### src/rtl/abs_map_pkg.sv
package abs_map_pkg;

  parameter int NIB_W = 4;

  typedef enum logic [1:0] {
    RG_MEM = 2'd0,
    RG_IO  = 2'd1,
    RG_FW  = 2'd2
  } region_e;

  // A selector field of all ones opens the special window; the sub field picks I/O or firmware.
  function automatic region_e classify(input logic [NIB_W-1:0] sel_f,
                                       input logic [NIB_W-1:0] sub_f);
    if (sel_f != {NIB_W{1'b1}})
      return RG_MEM;
    else if (sub_f != '0)
      return RG_IO;
    else
      return RG_FW;
  endfunction

endpackage

### src/rtl/abs_map_classify.sv
module abs_map_classify
  import abs_map_pkg::*;
(
  input  logic             wide_mode,
  input  logic [NIB_W-1:0] wide_sel,
  input  logic [NIB_W-1:0] wide_sub,
  input  logic [NIB_W-1:0] nar_sel,
  input  logic [NIB_W-1:0] nar_sub,
  output region_e          region
);

  logic [NIB_W-1:0] sel_f;
  logic [NIB_W-1:0] sub_f;

  always_comb begin
    sel_f  = wide_mode ? wide_sel : nar_sel;
    sub_f  = wide_mode ? wide_sub : nar_sub;
    region = classify(sel_f, sub_f);
  end

endmodule

### src/rtl/abs_map_rebuild.sv
module abs_map_rebuild
  import abs_map_pkg::*;
#(
  parameter int ADDR_W         = 64,
  parameter int NARROW_W       = 32,
  parameter int WIDE_SEL_LSB   = 58,
  parameter int WIDE_SUB_LSB   = 54,
  parameter int NARROW_SUB_LSB = 24,
  parameter int FW_TAG_LSB     = 60
) (
  input  logic [ADDR_W-1:0] abs_addr,
  input  logic              wide_mode,
  input  logic              legacy_mode,
  input  region_e           region,
  output logic [ADDR_W-1:0] phys_addr
);

  localparam logic [ADDR_W-1:0] ONES        = {ADDR_W{1'b1}};
  localparam int                WIDE_UP_LSB = WIDE_SEL_LSB + NIB_W;
  localparam logic [ADDR_W-1:0] WIDE_UP     = ONES << WIDE_UP_LSB;
  localparam logic [ADDR_W-1:0] WIDE_FW_KEEP = ONES >> (ADDR_W - WIDE_SUB_LSB);
  localparam logic [ADDR_W-1:0] FW_TAG      = ONES << FW_TAG_LSB;
  localparam logic [ADDR_W-1:0] NAR_KEEP    = ONES >> (ADDR_W - NARROW_W);
  localparam logic [ADDR_W-1:0] NAR_FW_KEEP = ONES >> (ADDR_W - NARROW_SUB_LSB);

  function automatic logic [ADDR_W-1:0] map_wide(input logic [ADDR_W-1:0] a,
                                                 input region_e r);
    case (r)
      RG_IO:   return a | WIDE_UP;
      RG_FW:   return (a & WIDE_FW_KEEP) | FW_TAG;
      default: return a & ~WIDE_UP;
    endcase
  endfunction

  function automatic logic [ADDR_W-1:0] map_narrow(input logic [ADDR_W-1:0] a,
                                                   input region_e r);
    case (r)
      RG_IO:   return (a & NAR_KEEP) | ~NAR_KEEP;
      RG_FW:   return (a & NAR_FW_KEEP) | FW_TAG;
      default: return a & NAR_KEEP;
    endcase
  endfunction

  always_comb begin
    if (legacy_mode)
      phys_addr = abs_addr;
    else if (wide_mode)
      phys_addr = map_wide(abs_addr, region);
    else
      phys_addr = map_narrow(abs_addr, region);
  end

endmodule

### src/rtl/abs_map_outreg.sv
module abs_map_outreg
  import abs_map_pkg::*;
#(
  parameter int ADDR_W = 64
) (
  input  logic              clk,
  input  logic              rst,
  input  logic              in_valid,
  input  logic [ADDR_W-1:0] d_addr,
  input  region_e           d_region,
  output logic              out_valid,
  output logic [ADDR_W-1:0] phys_addr,
  output logic [1:0]        region
);

  always_ff @(posedge clk) begin
    if (rst) begin
      out_valid <= 1'b0;
      phys_addr <= '0;
      region    <= RG_MEM;
    end else begin
      out_valid <= in_valid;
      if (in_valid) begin
        phys_addr <= d_addr;
        region    <= d_region;
      end
    end
  end

  AST_VALID_FOLLOWS: assert property (@(posedge clk) disable iff (rst)
    in_valid |=> out_valid);
  AST_IDLE_NO_VALID: assert property (@(posedge clk) disable iff (rst)
    !in_valid |=> !out_valid);
  AST_IDLE_HOLD: assert property (@(posedge clk) disable iff (rst)
    !in_valid |=> ($stable(phys_addr) && $stable(region)));
  AST_RESET_CLEAR: assert property (@(posedge clk)
    rst |=> (!out_valid && phys_addr == '0 && region == 2'd0));
  AST_REGION_LEGAL: assert property (@(posedge clk) disable iff (rst)
    region != 2'd3);

endmodule

### src/rtl/abs_map_top.sv
module abs_map_top
  import abs_map_pkg::*;
#(
  parameter int ADDR_W         = 64,
  parameter int NARROW_W       = 32,
  parameter int WIDE_SEL_LSB   = 58,
  parameter int WIDE_SUB_LSB   = 54,
  parameter int NARROW_SEL_LSB = 28,
  parameter int NARROW_SUB_LSB = 24,
  parameter int FW_TAG_LSB     = 60
) (
  input  logic              clk,
  input  logic              rst,
  input  logic              in_valid,
  input  logic [ADDR_W-1:0] abs_addr,
  input  logic              wide_mode,
  input  logic              legacy_mode,
  output logic              out_valid,
  output logic [ADDR_W-1:0] phys_addr,
  output logic [1:0]        region
);

  localparam int WIDE_UP_LSB = WIDE_SEL_LSB + NIB_W;
  localparam int FW_TAG_W    = ADDR_W - FW_TAG_LSB;
  localparam int NAR_UP_W    = ADDR_W - NARROW_W;

  region_e           cls_region_w;
  region_e           next_region_w;
  logic [ADDR_W-1:0] next_addr_w;
  logic              is_io_w;
  logic              is_fw_w;
  logic              is_mem_w;

  abs_map_classify u_classify (
    .wide_mode (wide_mode),
    .wide_sel  (abs_addr[WIDE_SEL_LSB +: NIB_W]),
    .wide_sub  (abs_addr[WIDE_SUB_LSB +: NIB_W]),
    .nar_sel   (abs_addr[NARROW_SEL_LSB +: NIB_W]),
    .nar_sub   (abs_addr[NARROW_SUB_LSB +: NIB_W]),
    .region    (cls_region_w)
  );

  abs_map_rebuild #(
    .ADDR_W         (ADDR_W),
    .NARROW_W       (NARROW_W),
    .WIDE_SEL_LSB   (WIDE_SEL_LSB),
    .WIDE_SUB_LSB   (WIDE_SUB_LSB),
    .NARROW_SUB_LSB (NARROW_SUB_LSB),
    .FW_TAG_LSB     (FW_TAG_LSB)
  ) u_rebuild (
    .abs_addr    (abs_addr),
    .wide_mode   (wide_mode),
    .legacy_mode (legacy_mode),
    .region      (cls_region_w),
    .phys_addr   (next_addr_w)
  );

  assign next_region_w = legacy_mode ? RG_MEM : cls_region_w;
  assign is_io_w  = !legacy_mode && (cls_region_w == RG_IO);
  assign is_fw_w  = !legacy_mode && (cls_region_w == RG_FW);
  assign is_mem_w = !legacy_mode && (cls_region_w == RG_MEM);

  abs_map_outreg #(
    .ADDR_W (ADDR_W)
  ) u_outreg (
    .clk       (clk),
    .rst       (rst),
    .in_valid  (in_valid),
    .d_addr    (next_addr_w),
    .d_region  (next_region_w),
    .out_valid (out_valid),
    .phys_addr (phys_addr),
    .region    (region)
  );

  always_comb begin
    if (is_mem_w && wide_mode)
      AST_WIDE_MEM_CLEAR: assert (next_addr_w[ADDR_W-1:WIDE_UP_LSB] == '0);
    if (is_io_w && wide_mode)
      AST_WIDE_IO_SET: assert (&next_addr_w[ADDR_W-1:WIDE_UP_LSB]);
    if (is_fw_w)
      AST_FW_TAG: assert (&next_addr_w[ADDR_W-1:FW_TAG_LSB]);
    if (is_mem_w && !wide_mode)
      AST_NARROW_MEM_ZEXT: assert (next_addr_w[ADDR_W-1:NARROW_W] == '0);
    if (is_io_w && !wide_mode)
      AST_NARROW_IO_FILL: assert (next_addr_w[ADDR_W-1:NARROW_W] == {NAR_UP_W{1'b1}});
    if (is_fw_w && !wide_mode)
      AST_NARROW_FW_LOW: assert (next_addr_w[NARROW_SUB_LSB-1:0] == abs_addr[NARROW_SUB_LSB-1:0]
                                 && next_addr_w[FW_TAG_LSB-1:NARROW_SUB_LSB] == '0);
    if (legacy_mode)
      AST_LEGACY_SAME: assert (next_addr_w == abs_addr && next_region_w == RG_MEM);
  end

  logic [FW_TAG_W-1:0] unused_tag_w;
  assign unused_tag_w = '0;

endmodule

### config.mk
export PLATFORM = sky130hd
export DESIGN_NAME = abs_map_top
export DESIGN_NICKNAME = d
export VERILOG_FILES = /design/src/rtl/abs_map_pkg.sv /design/src/rtl/abs_map_classify.sv /design/src/rtl/abs_map_rebuild.sv /design/src/rtl/abs_map_outreg.sv /design/src/rtl/abs_map_top.sv
export SDC_FILE = /design/constraint.sdc
export NUM_CORES = 1
export LEC_CHECK = 0
export ABC_AREA = 1
export BUFFER_PORTS_ARGS = -buffer_cell sky130_fd_sc_hd__buf_2
export CORE_MARGIN = 10
export CORE_UTILIZATION = 53
export CTS_CLUSTER_DIAMETER = 200
export DETAILED_ROUTE_END_ITERATION = 6
export GPL_TIMING_DRIVEN = 0
export HOLD_SLACK_MARGIN = 0.02
export PLACE_DENSITY_LB_ADDON = 0.05
export SYNTH_ARGS = -nofsm -noshare
export SYNTH_HDL_FRONTEND = slang
export SYNTH_HIERARCHICAL = 1
export SYNTH_SLANG_ARGS = --single-unit
export TNS_END_PERCENT = 20
### constraint.sdc
create_clock -name clk -period 3.2 [get_ports clk]
set_input_delay 0.32 -clock clk [delete_from_list [all_inputs] [get_ports clk]]
set_output_delay 0.32 -clock clk [all_outputs]
set_load 0.02 [all_outputs]
==> results of run 1 <==
==> metal layers <==
layer | share of wire | track usage | wire, um
met1 | 0.39 | 0.1838 | 3632
met2 | 0.49 | 0.3195 | 4626
met5 | 0 | 0 | 0
met3 | 0.11 | 0.07827 | 1034
met4 | 0.011 | 0.06182 | 104
==> Yosys cell counts <==
| cell type | instances | share of area |
|---|---|---|
| buf_2 | 10 | 0.014 |
| clkbuf_1 | 2 | 0.0021 |
| nand2_4 | 1 | 0.0031 |
| buf_4 | 27 | 0.056 |
| ha_1 | 3 | 0.010 |
| nor2_2 | 2 | 0.0035 |
| dfxtp_1 | 67 | 0.37 |
| nor2_1 | 146 | 0.15 |
| buf_6 | 12 | 0.038 |
| inv_2 | 4 | 0.0042 |
| nand3_2 | 1 | 0.0028 |
| nand2_1 | 206 | 0.22 |
| a21oi_2 | 2 | 0.0049 |
| nand3_1 | 10 | 0.014 |
| nand3_4 | 1 | 0.0049 |
| inv_1 | 91 | 0.095 |
| nand2_2 | 2 | 0.0035 |
| or2_2 | 1 | 0.0017 |
==> kinds of logic (layout without fill, tap and decap cells) <==
logic type | count (synthesis) | count (layout) | share of synthesized area
buffers and inverters | 146 | 270 | 0.2095
AND/OR/NAND/NOR | 370 | 370 | 0.4015
adder cells (fa/ha/maj) | 3 | 3 | 0.01046
flip-flops | 67 | 67 | 0.3737
AO/OA/AOI/OAI | 2 | 2 | 0.004881
==> registers in the layout, summed over array words and instances, names as in the netlist <==
signal,count
u_outreg/region,2
u_outreg/out_valid,1
u_outreg/phys_addr,64
==> cell type report <==
| cell class | count | area (um^2) | share of cell area |
|---|---|---|---|
| Buffer | 51 | 395.4 | 0.08911 |
| Timing Repair Buffer | 110 | 550.5 | 0.1241 |
| Multi-Input combinational cell | 375 | 1496 | 0.3373 |
| Tap cell | 77 | 96.34 | 0.02171 |
| Sequential cell | 67 | 1341 | 0.3023 |
| Clock buffer | 12 | 165.2 | 0.03722 |
| Clock inverter | 2 | 35.03 | 0.007896 |
| Inverter | 95 | 356.6 | 0.08037 |
==> where the power goes <==
group / switching, mW / internal (mW)
clock: 0.305 / 0.414
combinational: 0.256 / 0.166
sequential: 0.0270 / 0.892
==> through the flow <==
stage | power, mW | setup WS [ps] | cell area (um^2)
floorplan | 1.226 | 1412 | 3590
CTS | 2.081 | 1300 | 4437
global placement | 1.350 | 998.2 | 4237
finish | 2.060 | 1275 | 4437
detailed placement | 1.363 | 947.0 | 4237
global route | 2.168 | 1070 | 4437
==> worst min path at each step <==
stage                     depth (start not counted)  slack, ps                                   to
final                                             2        170        u_outreg/out_valid$_SDFF_PP0_
after global routing                              2        150        u_outreg/out_valid$_SDFF_PP0_
after CTS                                         2        150        u_outreg/out_valid$_SDFF_PP0_
after detailed placement                          2        460  u_outreg/phys_addr[27]$_SDFFE_PP0P_
after global placement                            2        450  u_outreg/phys_addr[12]$_SDFFE_PP0P_
after floorplan                                   1        390        u_outreg/out_valid$_SDFF_PP0_
==> placed cells by master, fill, tap and decap left out <==
master	synthesis	routed
nand2_1	206	206
a21oi_2	2	2
nand3_2	1	1
ha_1	3	3
dfxtp_1	67	67
nand3_1	10	10
or2_2	1	1
clkbuf_8	0	12
buf_2	10	120
buf_6	12	12
inv_1	91	91
nand3_4	1	1
bufinv_16	0	1
inv_2	4	4
buf_4	27	27
nor2_2	2	2
nand2_2	2	2
nand2_4	1	1
clkbuf_1	2	2
clkinv_2	0	1
nor2_1	146	146
==> summary.md, run 1 <==
| Metric | Value |
|---|---|
| Status | `finished, final reports clean` |
| Pleak | `2.829 nW` |
| MaxCap Viol Count | `0` |
| Setup violators final | `0` |
| Clk Latency, worst-skew pair | `330 ps` |
| WP depth | `16` |
| Syn Nets | `660` |
| RSZ-0062 raised after global routing | `no` |
| Peak Freq | `519.4 MHz` |
| DR WL/cell | `11.91 um` |
| Worst R2R Setup Slack | `2610 ps` |
| Mapped cell area | `0.003590 mm^2` |
| I/O Pins | `136` |
| Critical-path top delay cell | `ha_1` |
| CP Capture Type | `flop` |
| Fill count | `630` |
| Post-CTS Resized | `0` |
| Worst-path cell chain | `buf_2 > inv_2 > nand2_1 > nor2_1 > nor2_1 > nor2_1 > inv_1 > ha_1 > nor2_1 > nand3_2 > nand2_1 > inv_1 > inv_1 > nand2_1 > nand2_1 > nor2_1` |
| Post-Syn Instances | `588` |
| Aggregate routed wire length | `9.397 mm` |
| PD cells | `464.3 mW/mm^2` |
| Number of port buffers | `110` |
| First-pass GRT wire length | `15.17 mm` |
| Pins Over Slew Limit | `0` |
| RR Startpoint | `u_outreg/phys_addr[22]$_SDFFE_PP0P_` |
| Via count | `3474` |
| Post-synthesis register bit count | `67` |
| Core area | `0.006459 mm^2` |
| CP dominant cell by count | `nor2_1` |
| Final TNS setup | `0 ps` |
| Largest net degree at the start of global routing | `11` |
| Tcrit/Tclk final | `0.6017` |
| Critical path origin | `wide_mode` |
| Slew headroom | `0.7103` |
| Overall Global Routing Usage | `0.1793` |
| Yosys cell types | `18` |
| Deepest clock path buffer count | `2` |
| RR Endpoint | `u_outreg/phys_addr[22]$_SDFFE_PP0P_` |
| Htree depth | `3` |
| Clock Tree Root | `clkbuf_8` |
| Post-route insts no fill | `789` |
| Die Wd | `102.3 um` |
| Dpl cells | `775` |
| Syn Area/Cell | `6.105 um^2` |
| HPWL Detailed | `7.312 mm` |
| CP Max Fanout | `8` |
| N_diodes | `0` |
| Layout overhead on the synthesized area | `23.60%` |
| Final ANT Viol Nets | `0` |
| Core Rows | `29` |
| Crit path required time | `3420 ps` |
| Hold_buf cts | `0` |
| Bufs and invs on worst path | `5` |
| Final RePlAce weighted congestion | `0.8003` |
| Worst min-delay path category | `in -> reg` |
| Layout cells sized above 1 | `0.2626` |
| DR iter-0 viols | `119` |
| Number of CTS-inserted buffers | `9` |
| TritonRoute pass-1 iters | `4` |
| CP max stage delay | `300 ps` |
| Post-route DRC | `0` |
| Worst hold slack | `167.4 ps` |
| Initial Util | `0.5558` |
| Final worst clock skew | `0 ps` |
| Reg2Reg Depth | `2` |
| Clk slew on worst S/H paths | `60 ps` |
| TritonCTS clock tree | `yes` |
| Worst vdd ir | `286.0 uV` |
| CP Class | `in -> reg` |
| Clock Sink Count | `67` |
| Fin crit period | `1925 ps` |
| Syn. warnings | `6` |
| Nets | `781` |
| Utilization after layout | `0.6869` |
| Vert. Die Dim | `102.3 um` |
| CP arrival | `2140 ps` |
| CP top delay family | `simple AND/OR/NAND/NOR gates` |
| Vias per inst | `4.403` |
| Worst Setup Start Kind | `input port` |
| Hold Startpoint | `rst` |
| Number of global-route vias before repair | `3357` |
| Die footprint | `0.01047 mm^2` |
| Hold Fails Final Rpt | `0` |
| Initial antenna violation count | `0` |
| CP endpoint | `u_outreg/phys_addr[26]$_SDFFE_PP0P_` |
| Slew @ Worst Pin | `434.6 ps` |
| Grt total ovfl | `0` |
| Sequential-to-total area share from yosys stat | `0.3736` |
| Post-CTS Setup Bufs | `0` |
(Power assumes the default switching activity.)
==> inputs of run 2 (changes only) <==
- CORE_UTILIZATION: 53 -> 45
- clock period: 3.2 -> 1.75 ns (I/O delays scaled with it)
==> summary.md, run 2 (synthesis results as in run 1) <==
| Metric | Value |
|---|---|
| Commonest non-fill, non-tap cell in the layout | `nand2_1` |
| Layout cells sized above 1 | `0.2637` |
| Final worst clock skew | `0 ps` |
| Die footprint | `0.01195 mm^2` |
| Nets | `782` |
| DR iter-0 viols | `100` |
| TritonRoute pass-1 iters | `4` |
| Most frequent cells in the layout | `nand2_1, nor2_1, buf_2` |
| Post-route DRC | `0` |
| Pleak | `2.804 nW` |
| Peak Freq | `644.0 MHz` |
| Utilization after layout | `0.5758` |
| Final RePlAce weighted congestion | `0.7374` |
| Pins Over Slew Limit | `0` |
| Hold Fails Final Rpt | `0` |
| CP Max Fanout | `5` |
| Crit path required time | `2030 ps` |
| Fin crit period | `1553 ps` |
| Core Rows | `32` |
| Initial Util | `0.4645` |
| Number of port buffers | `110` |
| Via count | `3424` |
| Routed wl met3 | `997 um` |
| Worst min-delay path category | `in -> reg` |
| MaxCap Viol Count | `0` |
| Core area | `0.007727 mm^2` |
| Layout overhead on the synthesized area | `23.95%` |
| Clock Sink Count | `67` |
| Overall Global Routing Usage | `0.1538` |
| Top Metal Used | `met4` |
| Largest net degree at the start of global routing | `11` |
| HPWL Detailed | `7.318 mm` |
| Max FFs per register | `64` |
| RSZ-0062 raised after global routing | `no` |
| Initial antenna violation count | `1` |
| Post-CTS Setup Bufs | `0` |
| CP Capture Type | `flop` |
| Number of global-route vias before repair | `3287` |
| Setup violators final | `0` |
| Dpl cells | `800` |
| I/O Pins | `136` |
| Vias per inst | `4.196` |
| Total chip power | `3.503 mW` |
| Post-route insts no fill | `816` |
| Die Wd | `109.3 um` |
| CP arrival | `1830 ps` |
| TritonCTS clock tree | `yes` |
| Htree depth | `3` |
| Grt total ovfl | `0` |
| Vert. Die Dim | `109.3 um` |
| Largest Register | `u_outreg/phys_addr` |
| Status | `finished, final reports clean` |
| Clock Tree Root | `clkbuf_8` |
| Final ANT Viol Nets | `0` |
| Clk Latency, worst-skew pair | `340 ps` |
| Worst vdd ir | `449.7 uV` |
| Met2 wire len | `4.381 mm` |
| PD cells | `787.3 mW/mm^2` |
| Hold Crit Depth | `5` |
| Deepest clock path buffer count | `2` |
| Slew headroom | `0.7136` |
| First-pass GRT wire length | `14.84 mm` |
| Reg2Reg Depth | `2` |
| Largest registers | `u_outreg/phys_addr: 64 flops, u_outreg/region: 2 flops, u_outreg/out_valid: 1 flops` |
| Slew @ Worst Pin | `429.6 ps` |
| Worst hold slack | `121.5 ps` |
| Worst Setup Start Kind | `input port` |
| Clk slew on worst S/H paths | `70 ps` |
| CP Class | `in -> reg` |
| Number of CTS-inserted buffers | `9` |
| Aggregate routed wire length | `9.324 mm` |
| DR WL/cell | `11.43 um` |
| Wire length on met1 | `3.827 mm` |
| Tcrit/Tclk final | `0.8874` |
run 2: cell count changes in the layout (fill, tap and decap cells not counted), sizes merged:
cell,before,now
dlygate4sd3,0,1
bufinv,1,0
diode,0,1
clkinv,1,2
clkinvlp,0,1
clkbuf,14,13
run 2: through the flow:
| step | cell area, um^2 | worst slack, ps | setup TNS, ps |
|---|---|---|---|
| floorplan | 3590 | 107.4 | 0 |
| global placement | 4268 | -291.3 | -4514 |
| detailed placement | 4268 | -329.9 | -4869 |
| CTS | 4427 | 36.70 | 0 |
| global route | 4447 | 8.320 | 0 |
| finish | 4449 | 197.1 | 0 |
run 2: path summary, 6_finish.rpt:
path | start | slack, ps | endpoint
max | wide_mode | 200 | u_outreg/phys_addr[60]$_SDFFE_PP0P_
max reg2reg | u_outreg/phys_addr[61]$_SDFFE_PP0P_ | 1190 | u_outreg/phys_addr[61]$_SDFFE_PP0P_
min | abs_addr[20] | 120 | u_outreg/phys_addr[20]$_SDFFE_PP0P_
min reg2reg | u_outreg/phys_addr[1]$_SDFFE_PP0P_ | 470 | u_outreg/phys_addr[1]$_SDFFE_PP0P_
run 2: layout make-up:
type	instances	area, um^2
Antenna cell	1	2.502
Timing Repair Buffer	111	560.5
Multi-Input combinational cell	375	1516
Clock buffer	11	131.4
Buffer	51	395.4
Sequential cell	67	1341
Tap cell	102	127.6
Fill cell	801	3278
Clock inverter	3	17.52
Inverter	95	356.6
run 2: worst max-delay path: stages:
cell	delay [ps]
buf_2	140
inv_2	70
nor2_2	30
nand3_1	70
nand2_1	80
nor2_2	180
inv_1	60
ha_1	330
or2_2	340
a21oi_2	130
inv_1	50
nand2_1	50
nand2_1	40
nor2_1	80
run 2: timing repair:
action / in CTS / in global routing
hold endpoints to repair: 1 / 0
gates resized for setup: 0 / 5
hold buffers: 1 / 0
setup endpoints to repair: 0 / 16
run 2: power by group:
group          internal, mW  switching [mW]
Clock                 0.494           0.558
Sequential             1.63          0.0493
Combinational         0.306           0.464
Total                  2.43            1.07
run 2: routing by layer:
layer	track usage	up-vias
met1	0.1653	1435
met2	0.2626	90
met5	0	-
met3	0.06905	12
met4	0.05576	0
li1	-	1887
